[src/rtl/lpm_pkg.sv]
package lpm_pkg;
  typedef enum logic [2:0] {
    MODE_RUN    = 3'd0,
    MODE_WAIT   = 3'd1,
    MODE_SLEEP  = 3'd2,
    MODE_CSTOP  = 3'd3,
    MODE_SSTBY  = 3'd4,
    MODE_EXC    = 3'd5,
    MODE_HSTBY  = 3'd6
  } lpm_mode_e;

  typedef struct packed {
    logic cpu;
    logic mods;
    logic busio;
    logic wdt;
    logic osc;
    logic hiz;
  } lpm_ctl_s;
endpackage

[src/rtl/lpm_elig.sv]
module lpm_elig #(
  parameter int MASK_W = 64,
  parameter int TMR_LO = 56,
  parameter int TMR_W  = 4
) (
  input  logic              en,
  input  logic [MASK_W-1:0] mask,
  output logic              eligible
);
  localparam int TMR_HI = TMR_LO + TMR_W;

  logic [MASK_W-1:0] care_ok;

  // timer stop bits are don't-care; every other bit must be set
  for (genvar i = 0; i < MASK_W; i++) begin : g_bit
    if (i >= TMR_LO && i < TMR_HI) begin : g_dc
      assign care_ok[i] = 1'b1;
    end else begin : g_care
      assign care_ok[i] = mask[i];
    end
  end

  assign eligible = en & (&care_ok);
endmodule

[src/rtl/lpm_wake.sv]
module lpm_wake #(
  parameter int NUM_IRQ = 12
) (
  input  logic               nmi,
  input  logic [NUM_IRQ-1:0] irq,
  input  logic               tmr_irq,
  input  logic               wdt_irq,
  input  logic               int_disable,
  input  logic               int_mask_nonnmi,
  input  logic [NUM_IRQ+1:0] dma_route,
  output logic               wake_ext,
  output logic               wake_all
);
  localparam int NSRC = NUM_IRQ + 2;

  logic [NSRC-1:0] src;
  logic [NSRC-1:0] src_ok;
  logic            nmi_ok;

  assign src = {wdt_irq, tmr_irq, irq};

  for (genvar i = 0; i < NSRC; i++) begin : g_src
    assign src_ok[i] = src[i] & ~dma_route[i] & ~int_mask_nonnmi & ~int_disable;
  end

  assign nmi_ok   = nmi & ~int_disable;
  assign wake_ext = nmi_ok | (|src_ok[NUM_IRQ-1:0]);
  assign wake_all = wake_ext | src_ok[NUM_IRQ] | src_ok[NUM_IRQ+1];

  always_comb begin
    if (int_disable === 1'b1) begin
      assert_glob_block_R9: assert (wake_all == 1'b0);
    end
  end
endmodule

[src/rtl/lpm_fsm.sv]
module lpm_fsm
  import lpm_pkg::*;
(
  input  logic      clk,
  input  logic      rst_n,
  input  logic      sleep_req,
  input  logic      bus_done,
  input  logic      cfg_stby_sel,
  input  logic      cfg_out_hold,
  input  logic      wdog_mode,
  input  logic      eligible,
  input  logic      wake_ext,
  input  logic      wake_all,
  input  logic      hwstby_n,
  input  logic      err_clr,
  output lpm_mode_e state,
  output logic      hold_q,
  output logic      exc_q,
  output logic      err_q
);
  lpm_mode_e state_q, nxt, tgt_q, tgt_now;
  logic      set_err, cap;

  always_comb begin
    nxt     = state_q;
    set_err = 1'b0;
    cap     = 1'b0;
    tgt_now = cfg_stby_sel ? MODE_SSTBY : (eligible ? MODE_CSTOP : MODE_SLEEP);
    unique case (state_q)
      MODE_RUN: begin
        if (sleep_req) begin
          if (cfg_stby_sel && wdog_mode) begin
            set_err = 1'b1;
          end else begin
            cap = 1'b1;
            nxt = bus_done ? tgt_now : MODE_WAIT;
          end
        end
      end
      MODE_WAIT:  if (bus_done) nxt = tgt_q;
      MODE_SLEEP: if (wake_all) nxt = MODE_EXC;
      MODE_CSTOP: if (wake_all) nxt = MODE_EXC;
      MODE_SSTBY: if (wake_ext) nxt = MODE_EXC;
      MODE_EXC:   nxt = MODE_RUN;
      MODE_HSTBY: nxt = MODE_HSTBY;
      default:    nxt = MODE_RUN;
    endcase
    if (!hwstby_n) begin
      nxt     = MODE_HSTBY;
      set_err = 1'b0;
      cap     = 1'b0;
    end
  end

  always_ff @(posedge clk or negedge rst_n) begin
    if (!rst_n) begin
      state_q <= MODE_RUN;
      tgt_q   <= MODE_SLEEP;
      hold_q  <= 1'b0;
      exc_q   <= 1'b0;
      err_q   <= 1'b0;
    end else begin
      state_q <= nxt;
      exc_q   <= (state_q == MODE_EXC) && (nxt == MODE_RUN);
      if (cap) begin
        tgt_q  <= tgt_now;
        hold_q <= cfg_out_hold;
      end
      if (set_err)      err_q <= 1'b1;
      else if (err_clr) err_q <= 1'b0;
    end
  end

  assign state = state_q;

  assert_hstby_entry_R11: assert property (@(posedge clk) disable iff (!rst_n)
    !hwstby_n |=> state_q == MODE_HSTBY);

  assert_hstby_sticky_R11: assert property (@(posedge clk) disable iff (!rst_n)
    state_q == MODE_HSTBY |=> state_q == MODE_HSTBY);

  assert_exc_pulse_R10: assert property (@(posedge clk) disable iff (!rst_n)
    exc_q |-> (state_q == MODE_RUN) && ($past(state_q) == MODE_EXC));

  assert_refuse_R7: assert property (@(posedge clk) disable iff (!rst_n)
    (hwstby_n && state_q == MODE_RUN && sleep_req && cfg_stby_sel && wdog_mode)
      |=> (state_q == MODE_RUN) && err_q);

  assert_wait_hold_R2: assert property (@(posedge clk) disable iff (!rst_n)
    (hwstby_n && state_q == MODE_WAIT && !bus_done) |=> state_q == MODE_WAIT);
endmodule

[src/rtl/lpm_outdec.sv]
module lpm_outdec
  import lpm_pkg::*;
#(
  parameter int TMR_W = 4
) (
  input  lpm_mode_e        state,
  input  logic             hold_q,
  input  logic [TMR_W-1:0] tmr_mask,
  output lpm_ctl_s         ctl,
  output logic [TMR_W-1:0] tmr_stop
);
  always_comb begin
    ctl      = '0;
    tmr_stop = '0;
    unique case (state)
      MODE_SLEEP: ctl.cpu = 1'b1;
      MODE_CSTOP: begin
        ctl.cpu   = 1'b1;
        ctl.mods  = 1'b1;
        ctl.busio = 1'b1;
        tmr_stop  = tmr_mask;
      end
      MODE_SSTBY: begin
        ctl      = '1;
        ctl.hiz  = ~hold_q;
        tmr_stop = '1;
      end
      MODE_HSTBY: begin
        ctl      = '1;
        tmr_stop = '1;
      end
      default: ;
    endcase
  end
endmodule

[src/rtl/lpm_ctrl.sv]
module lpm_ctrl
  import lpm_pkg::*;
#(
  parameter int NUM_IRQ = 12,
  parameter int MASK_W  = 64,
  parameter int TMR_LO  = 56,
  parameter int TMR_W   = 4
) (
  input  logic               clk,
  input  logic               rst_n,
  input  logic               sleep_req,
  input  logic               bus_done,
  input  logic               cfg_stby_sel,
  input  logic               cfg_cstop_en,
  input  logic               cfg_out_hold,
  input  logic [MASK_W-1:0]  mod_stop_mask,
  input  logic               wdog_mode,
  input  logic               nmi,
  input  logic [NUM_IRQ-1:0] irq,
  input  logic               tmr_irq,
  input  logic               wdt_irq,
  input  logic               int_disable,
  input  logic               int_mask_nonnmi,
  input  logic [NUM_IRQ+1:0] dma_route,
  input  logic               hwstby_n,
  input  logic               err_clr,
  output logic [2:0]         mode,
  output logic               cpu_clk_stop,
  output logic               mod_clk_stop,
  output logic               busio_stop,
  output logic [TMR_W-1:0]   tmr_clk_stop,
  output logic               wdt_clk_stop,
  output logic               osc_stop,
  output logic               bus_hiz,
  output logic               exc_entry,
  output logic               stby_err
);
  logic      eligible, wake_ext, wake_all, hold_q;
  lpm_mode_e state;
  lpm_ctl_s  ctl;

  lpm_elig #(.MASK_W(MASK_W), .TMR_LO(TMR_LO), .TMR_W(TMR_W)) u_elig (
    .en(cfg_cstop_en), .mask(mod_stop_mask), .eligible(eligible)
  );

  lpm_wake #(.NUM_IRQ(NUM_IRQ)) u_wake (
    .nmi(nmi), .irq(irq), .tmr_irq(tmr_irq), .wdt_irq(wdt_irq),
    .int_disable(int_disable), .int_mask_nonnmi(int_mask_nonnmi),
    .dma_route(dma_route), .wake_ext(wake_ext), .wake_all(wake_all)
  );

  lpm_fsm u_fsm (
    .clk(clk), .rst_n(rst_n), .sleep_req(sleep_req), .bus_done(bus_done),
    .cfg_stby_sel(cfg_stby_sel), .cfg_out_hold(cfg_out_hold),
    .wdog_mode(wdog_mode), .eligible(eligible), .wake_ext(wake_ext),
    .wake_all(wake_all), .hwstby_n(hwstby_n), .err_clr(err_clr),
    .state(state), .hold_q(hold_q), .exc_q(exc_entry), .err_q(stby_err)
  );

  lpm_outdec #(.TMR_W(TMR_W)) u_dec (
    .state(state), .hold_q(hold_q),
    .tmr_mask(mod_stop_mask[TMR_LO +: TMR_W]),
    .ctl(ctl), .tmr_stop(tmr_clk_stop)
  );

  assign mode         = 3'(state);
  assign cpu_clk_stop = ctl.cpu;
  assign mod_clk_stop = ctl.mods;
  assign busio_stop   = ctl.busio;
  assign wdt_clk_stop = ctl.wdt;
  assign osc_stop     = ctl.osc;
  assign bus_hiz      = ctl.hiz;

  assert_wake_only_stopped_R12: assert property (@(posedge clk) disable iff (!rst_n)
    (hwstby_n && (state == MODE_RUN || state == MODE_WAIT)) |=> state != MODE_EXC);
endmodule

[config.mk]
export PLATFORM = sky130hd
export DESIGN_NAME = lpm_ctrl
export DESIGN_NICKNAME = d
export VERILOG_FILES = /design/src/rtl/lpm_pkg.sv /design/src/rtl/lpm_elig.sv /design/src/rtl/lpm_wake.sv /design/src/rtl/lpm_fsm.sv /design/src/rtl/lpm_outdec.sv /design/src/rtl/lpm_ctrl.sv
export SDC_FILE = /design/constraint.sdc
export NUM_CORES = 1
export LEC_CHECK = 0
export BUFFER_PORTS_ARGS = -buffer_cell sky130_fd_sc_hd__buf_2
export CAP_MARGIN = 5
export CORE_AREA = 2 2 54 66
export DETAILED_ROUTE_END_ITERATION = 10
export DIE_AREA = 0 0 56 68
export PLACE_DENSITY = 0.72
export RECOVER_POWER = 25
export SYNTH_ARGS = -nofsm -noshare
export SYNTH_HDL_FRONTEND = slang
export SYNTH_SLANG_ARGS = --single-unit
export TNS_END_PERCENT = 5
[constraint.sdc]
create_clock -name clk -period 1.6 [get_ports clk]
set_input_delay 0.32 -clock clk [delete_from_list [all_inputs] [get_ports clk]]
set_output_delay 0.32 -clock clk [all_outputs]
set_load 0.01 [all_outputs]
==> metrics.md, run 1 <==
| Metric | Value |
|---|---|
| Critical R2R Launch | `u_fsm.state[2]$_DFF_PN0_` |
| Clk buf depth | `2` |
| Largest net degree at the start of global routing | `10` |
| Final Worst Setup Slack | `0.859 ps` |
| Met2 Use GR | `27.5%` |
| Critical Path End Type | `primary output` |
| Clock root buffer | `clkbuf_8` |
| Die width | `~56 um` |
| Seq/Total Area, Yosys | `28.3%` |
| Worst-Margin Slew | `around 520 ps` |
| Fillers | `~360` |
| WL per Instance | `about 12 um` |
| Initial antenna violation count | `0` |
| Hold Path Sink | `u_fsm.err_q$_DFFE_PN0P_` |
| DR vias | `1273` |
| Area share of the largest cell type after synthesis | `25.0%` |
| Final instance area | `0.00159 sq mm` |
| RR Endpoint | `u_fsm.state[2]$_DFF_PN0_` |
| Nets | `341` |
| Commonest non-fill, non-tap cells in the layout | `buf_2 (118), inv_1 (15), nand4_1 (15), buf_4 (9), dfrtp_1 (8)` |
| Final Skew | `1.19 ps` |
| Clock Pin Slew Worst Setup and Hold Paths | `approximately 50 ps` |
| Period utilization | `between 90 and 100%` |
| Initial Util | `24.8%` |
| Reg2reg path depth | `6` |
| First-pass GRT wire length | `4.78 mm` |
| Clock Latency Late Sink | `230 ps` |
| Final slew viol count | `0` |
| Pre-antenna DRT Iters | `4` |
| Diode count | `0` |
| Die height | `68 um` |
| CP max stage delay | `around 400 ps` |
| Worst hold path class | `input port to register` |
| Leakage | `0.841 nW` |
| Final Hold Fails | `0` |
| Iteration-0 DRC Markers | `29` |
| F_max | `0.625 GHz` |
| Worst EP arrival | `1280 ps` |
| R2R setup slack | `~130 ps` |
| Core Footprint | `0.00322 sq mm` |
| Ys Warns | `0` |
| TritonCTS Buffers | `3` |
| Run status | `completed` |
| Row count | `23` |
| Commonest non-fill, non-tap cell in the layout | `buf_2` |
| Utilization after layout | `49.5%` |
| Sum of negative setup slack | `0 ps` |
| VDD IR max | `approximately 0.46 mV` |
| Ranking of synthesized cells by area | `dfrtp_1 (25%), nand4_1 (12%), inv_1 (7.5%), nand2_1 (4.2%), nor4_1 (3.9%)` |
| Final Power | `0.686 mW` |
| Share of flip-flops with an asynchronous set or reset | `between 90% and 100%` |
| Critical path data required time | `1280 ps` |
| Global-route layer with the greatest usage | `met2` |
| Synthesized flop and latch total | `9` |
| M3 GR Usage | `4.16%` |
| Setup violators final | `0` |
| CTS tree | `built` |
| DP HPWL | `between 2 and 3 mm` |
| Vias/cell | `4.68` |
| Routed WL | `3.13 mm` |
| Max-Cap Viols | `0` |
| Yosys top cell by area | `dfrtp_1` |
| Pre-CTS WS | `-222 ps` |
| RSZ-0062 raised after global routing | `true` |
| Kind of critical path | `register to primary output` |
| Max-Slew Margin vs Limit | `65.4%` |
| Layout cells sized above 1 | `60.9%` |
| Worst hold path cell count | `2` |
| Syn nets | `209` |
| CTS H-Tree Depth | `1` |
| GR Util met1 | `a little under a fifth` |
| Num Clock Sinks | `9` |
| Total grt overflow | `0` |
| Crit Path Max Fanout | `7` |
| Fin crit period | `1600 ps` |
| Gpl congestion | `0.734` |
| Io pins | `120` |
| Synth Flop Type | `dfrtp_1` |
| Synth Instances | `104` |
| Cell Area, Synth | `between 800 and 900 sq um` |
| Synth Area per Inst | `7.70 sq um` |
| Remaining antenna violation count | `0` |
| Min-delay src | `err_clr` |
| Slowest-stage cell, CP | `dfrtp_1` |
| Die ar. | `0.00381 sq mm` |
| Unique masters post-synth | `33` |
| Placed Area | `0.00148 sq mm` |
| I/O Buffers | `~120` |
| Remaining DRCs | `0` |
| Vias in the first global route | `1175` |
| Worst path cell trace | `buf_6 -> nor2b_4 -> nand2_2 -> nand2_4 -> o21a_1 -> buf_2` |
| PwrDens | `430 mW/mm^2` |
| EDFF count, synth | `0` |
| Startpoint Class | `register` |
| P&R area growth vs syn | `99.1%` |
| Overall Global Routing Usage | `15.7%` |
[registers in the layout, summed over array words and instances (netlist names)]
name	cells
u_fsm.hold_q	1
u_fsm.err_q	1
u_fsm.state	3
u_fsm.tgt_q	3
u_fsm.exc_q	1
[critical path: cells and delay by family (launching register included)]
kind	cells	cell delay (ps)
AO/OA/AOI/OAI	1	120
flip-flops	1	400
buffers and inverters	2	270
AND/OR/NAND/NOR	3	250
[routing by layer]
metal	vias up	part of all wire [%]
li1	662	-
met5	-	0
met4	0	0.83
met2	40	53
met1	567	40
met3	4	6.4
[cell families (layout without fill, tap and decap cells)]
group	Yosys count	after routing	share of synthesized area, %
AO/OA/AOI/OAI	26	26	24.2
AND/OR/NAND/NOR	49	49	35.8
flip-flops	9	9	28.3
multiplexers	1	1	1.41
buffers and inverters	19	150	10.3
[area by class of cell]
class                      count  area (sq um)  share of cell area (%)
multi-input combinational     76           526                    33.0
sequential                     9           226                    14.2
inverter                      16          67.6                    4.24
tap                           37          46.3                    2.90
timing repair buffer         130           683                    42.9
clock buffer                   4          45.0                    2.83
[where the power goes]
group	switching, mW	internal [mW]
Combinational	0.0674	0.113
Sequential	0.00196	0.233
Clock	0.0963	0.174
Total	0.166	0.521
[Yosys cell counts (2+ instances only)]
| library cell | instances |
|---|---|
| nand2b_1 | 2 |
| dfrtp_1 | 8 |
| o21ai_0 | 5 |
| nand2_1 | 9 |
| nor2b_1 | 3 |
| nor4_1 | 5 |
| inv_1 | 16 |
| buf_4 | 3 |
| o21a_1 | 3 |
| nor2_1 | 5 |
| o22ai_1 | 4 |
| nand4_1 | 15 |
| a21oi_1 | 3 |
| nand3_1 | 4 |
[per-stage QoR]
step	std cells	hold slack, ps
finish	272	277
global route	272	313
CTS	272	276
detailed placement	264	188
global placement	264	184
floorplan	104	24.4
[worst max path at each step]
stage | from | depth (start not counted) | end
CTS | u_fsm.state[2]$_DFF_PN0_ | 6 | tmr_clk_stop[0]
global placement | dma_route[3] | 7 | u_fsm.state[0]$_DFF_PN0_
detailed placement | dma_route[3] | 7 | u_fsm.state[0]$_DFF_PN0_
finish | u_fsm.state[2]$_DFF_PN0_ | 6 | tmr_clk_stop[0]
global route | u_fsm.state[2]$_DFF_PN0_ | 6 | tmr_clk_stop[0]
floorplan | dma_route[3] | 6 | u_fsm.state[0]$_DFF_PN0_
[timing repair]
item / 4_1_cts / 5_1_grt
hold endpoints to repair: 8 / 0
setup endpoints to repair: 4 / 10
gates resized for setup: 5 / 4
setup buffers: 3 / 0
hold buffers: 1 / 0
pin swaps: 1 / 2
Note: power is estimated with default switching activity, not from simulation.
==> run 2, diff against run 1 <==
--- a/config.mk
+++ b/config.mk
@@ -5,12 +5,13 @@
 export SDC_FILE = /design/constraint.sdc
 export NUM_CORES = 1
 export LEC_CHECK = 0
+export ABC_AREA = 1
 export BUFFER_PORTS_ARGS = -buffer_cell sky130_fd_sc_hd__buf_2
 export CAP_MARGIN = 5
-export CORE_AREA = 2 2 54 66
+export CORE_AREA = 2 2 52 63
 export DETAILED_ROUTE_END_ITERATION = 10
-export DIE_AREA = 0 0 56 68
-export PLACE_DENSITY = 0.72
+export DIE_AREA = 0 0 54 65
+export PLACE_DENSITY = 0.81
 export RECOVER_POWER = 25
 export SYNTH_ARGS = -nofsm -noshare
 export SYNTH_HDL_FRONTEND = slang
==> constraint.sdc (replaced) <==
create_clock -name clk -period 1.9 [get_ports clk]
set_input_delay 0.38 -clock clk [delete_from_list [all_inputs] [get_ports clk]]
set_output_delay 0.38 -clock clk [all_outputs]
set_load 0.01 [all_outputs]
==> run 2 against run 1 <==
  * Routed wire length is 6.1% lower
  * Register-to-register slack better by 350 ps
  * Sequential power is 17% lower
  * Total power is 26% lower
  * Clock skew is 3.4 ps higher
  * Setup slack better by 110 ps
  * First-iteration DRC count is 38% lower
  * Critical endpoint is now tmr_clk_stop[3]
  * Cell area is 4.3% higher
  * Critical path type unchanged
  * Critical path depth stayed put
  * Clock power is 45% lower
  * Synthesized cell count is 70% higher
==> metrics.md, run 2 <==
| Metric | Value |
|---|---|
| Final Skew | `4.61 ps` |
| Clock Latency Late Sink | `~260 ps` |
| CP max stage delay | `approximately 400 ps` |
| Yosys top cell by area | `nand2_1` |
| Row count | `22` |
| Pre-antenna DRT Iters | `4` |
| Final Worst Setup Slack | `108 ps` |
| Diode count | `0` |
| Critical Path End Type | `primary output` |
| Sum of negative setup slack | `0 ps` |
| Core Footprint | `roughly 0.0030 sq mm` |
| Routed WL | `2.94 mm` |
| Initial antenna violation count | `0` |
| Synthesized flop and latch total | `9` |
| Die width | `54 um` |
| Max-Slew Margin vs Limit | `66.5%` |
| Worst hold path class | `input port to register` |
| Top cell by count, worst path | `inv_1` |
| Worst path cell trace | `inv_1 -> nor2_4 -> inv_1 -> nand2_1 -> o21a_1 -> buf_2` |
| Worst EP arrival | `around 1400 ps` |
| Commonest non-fill, non-tap cell in the layout | `buf_2` |
| Total grt overflow | `0` |
| I/O Buffers | `119` |
| Clock Pin Slew Worst Setup and Hold Paths | `about 60 ps` |
| Synth Flop Type | `dfrtp_1` |
| Crit Path Max Fanout | `5` |
| Synth Area per Inst | `5.48 sq um` |
| Remaining antenna violation count | `0` |
| Max-Cap Viols | `0` |
| Leakage | `0.994 nW` |
| Period utilization | `94.3%` |
| Gpl congestion | `0.822` |
| Critical path data required time | `roughly 1500 ps` |
| Final Hold Fails | `0` |
| First-pass GRT wire length | `4.75 mm` |
| Remaining DRCs | `0` |
| F_max | `between 0.5 and 0.6 GHz` |
| Placed Area | `0.00160 sq mm` |
| Startpoint Class | `register` |
| Cell Area, Synth | `970 sq um` |
| VDD IR max | `~0.18 mV` |
| Die ar. | `0.00351 sq mm` |
| Overall Global Routing Usage | `between 10% and 20%` |
| Commonest non-fill, non-tap cells in the layout | `buf_2 (118), nand2_1 (75), inv_1 (29), nor2_1 (28)` |
| Synth top cells by count | `nand2_1 (75), inv_1 (29), nor2_1 (28)` |
| WL per Instance | `around 8.7 um` |
| Largest net degree at the start of global routing | `10` |
| Num Clock Sinks | `9` |
| Io pins | `120` |
| Clk buf depth | `2` |
| Ranking of synthesized cells by area | `nand2_1 (29%), dfrtp_1 (21%), inv_1 (11%), nor2_1 (11%), nor2_4 (5.8%)` |
| Layout cells sized above 1 | `45.5%` |
| Most common cell in the netlist | `nand2_1` |
| RSZ-0062 raised after global routing | `false` |
| Final instance area | `between 0.0015 and 0.002 sq mm` |
| Area share of the largest cell type after synthesis | `29.0%` |
| Die height | `65 um` |
| Seq/Total Area, Yosys | `23.4%` |
| P&R area growth vs syn | `71.5%` |
| Worst-Margin Slew | `503 ps` |
| Setup violators final | `0` |
| DP HPWL | `between 2 and 3 mm` |
| Pre-CTS WS | `between 200 and 300 ps` |
| Final slew viol count | `0` |
| CTS H-Tree Depth | `1` |
| Synth Instances | `177` |
| Vias in the first global route | `1379` |
| Initial Util | `32.6%` |
| PwrDens | `between 300 and 400 mW/mm^2` |
| Ys Warns | `0` |
| Run status | `completed` |
| Fin crit period | `around 1800 ps` |
| CTS tree | `built` |
| Slowest-stage cell, CP | `dfrtp_2` |
| Syn nets | `282` |
| TritonCTS Buffers | `3` |
| Unique masters post-synth | `21` |
| Clock root buffer | `clkbuf_4` |
| Nets | `409` |
| EDFF count, synth | `0` |
| DR vias | `1471` |
| Iteration-0 DRC Markers | `18` |
| Share of flip-flops with an asynchronous set or reset | `100%` |
| Kind of critical path | `register to primary output` |
| Vias/cell | `between 4 and 5` |
==> run 2: worst max-delay path, delay by kind of cell, from the launching register on <==
family          cells  cell delay, ps
compound gates      1             140
buf+inv             3             320
flops               1             400
simple gates        2             300
==> run 2: cell families after synthesis <==
group	Yosys count	share of synthesized area, %
buffers and inverters	34	13.9
AOI/OAI and AO/OA	15	9.68
and+or+nand+nor	119	53.0
DFF	9	23.4
==> run 2: cell type report <==
cell class                      count  area (sq um)
Multi-Input combinational cell    134           608
Inverter                           32           120
Fill cell                         323          1310
Clock buffer                        4          26.3
Timing Repair Buffer              124           634
Sequential cell                     9           229
Tap cell                           36          45.0
==> run 2: what timing repair did <==
| action | in CTS | in global routing |
|---|---|---|
| resized for setup | 0 | 2 |
| hold buffers | 1 | 0 |
| endpoints found under the hold margin | 8 | 0 |
| setup endpoints to repair | 0 | 5 |
| setup buffers | 0 | 4 |
==> run 2: layer usage <==
metal | wire (um) | track usage (%) | vias up
li1 | - | - | 784
met1 | 1030 | 17.4 | 592
met2 | 1500 | 36.1 | 93
met3 | 394 | 1.61 | 2
met4 | 15 | 4.69 | 0
met5 | 0 | 0 | -
==> run 2: worst paths after layout <==
check / end / slack [ps] / depth (start not counted) / from
max in group asynchronous: u_fsm.state[2]$_DFF_PN0_ / 940 / 2 / rst_n
min reg2reg: u_fsm.tgt_q[1]$_DFFE_PN1P_ / 490 / 2 / u_fsm.tgt_q[1]$_DFFE_PN1P_
max: tmr_clk_stop[3] / 110 / 6 / u_fsm.state[2]$_DFF_PN0_
min: u_fsm.hold_q$_DFFE_PN0P_ / 320 / 3 / cfg_out_hold
max reg2reg: u_fsm.tgt_q[1]$_DFFE_PN1P_ / 480 / 9 / u_fsm.state[2]$_DFF_PN0_
min in group asynchronous: u_fsm.tgt_q[2]$_DFFE_PN0P_ / 590 / 2 / rst_n
==> run 2: where the power goes <==
group	internal, mW	switching (mW)
clock network	0.0810	0.0672
logic	0.0969	0.0653
registers	0.194	0.000705
total	0.372	0.133
==> run 2: metrics by stage <==
stage	cells	total power [mW]	util (%)	hold WS [ps]
final	339	0.505	55.9	321
after floorplan	177	0.246	-	84.4
after global routing	339	0.546	55.9	322
after detailed placement	330	0.360	53.7	237
after global placement	330	0.358	53.7	235
after CTS	335	0.513	54.9	318
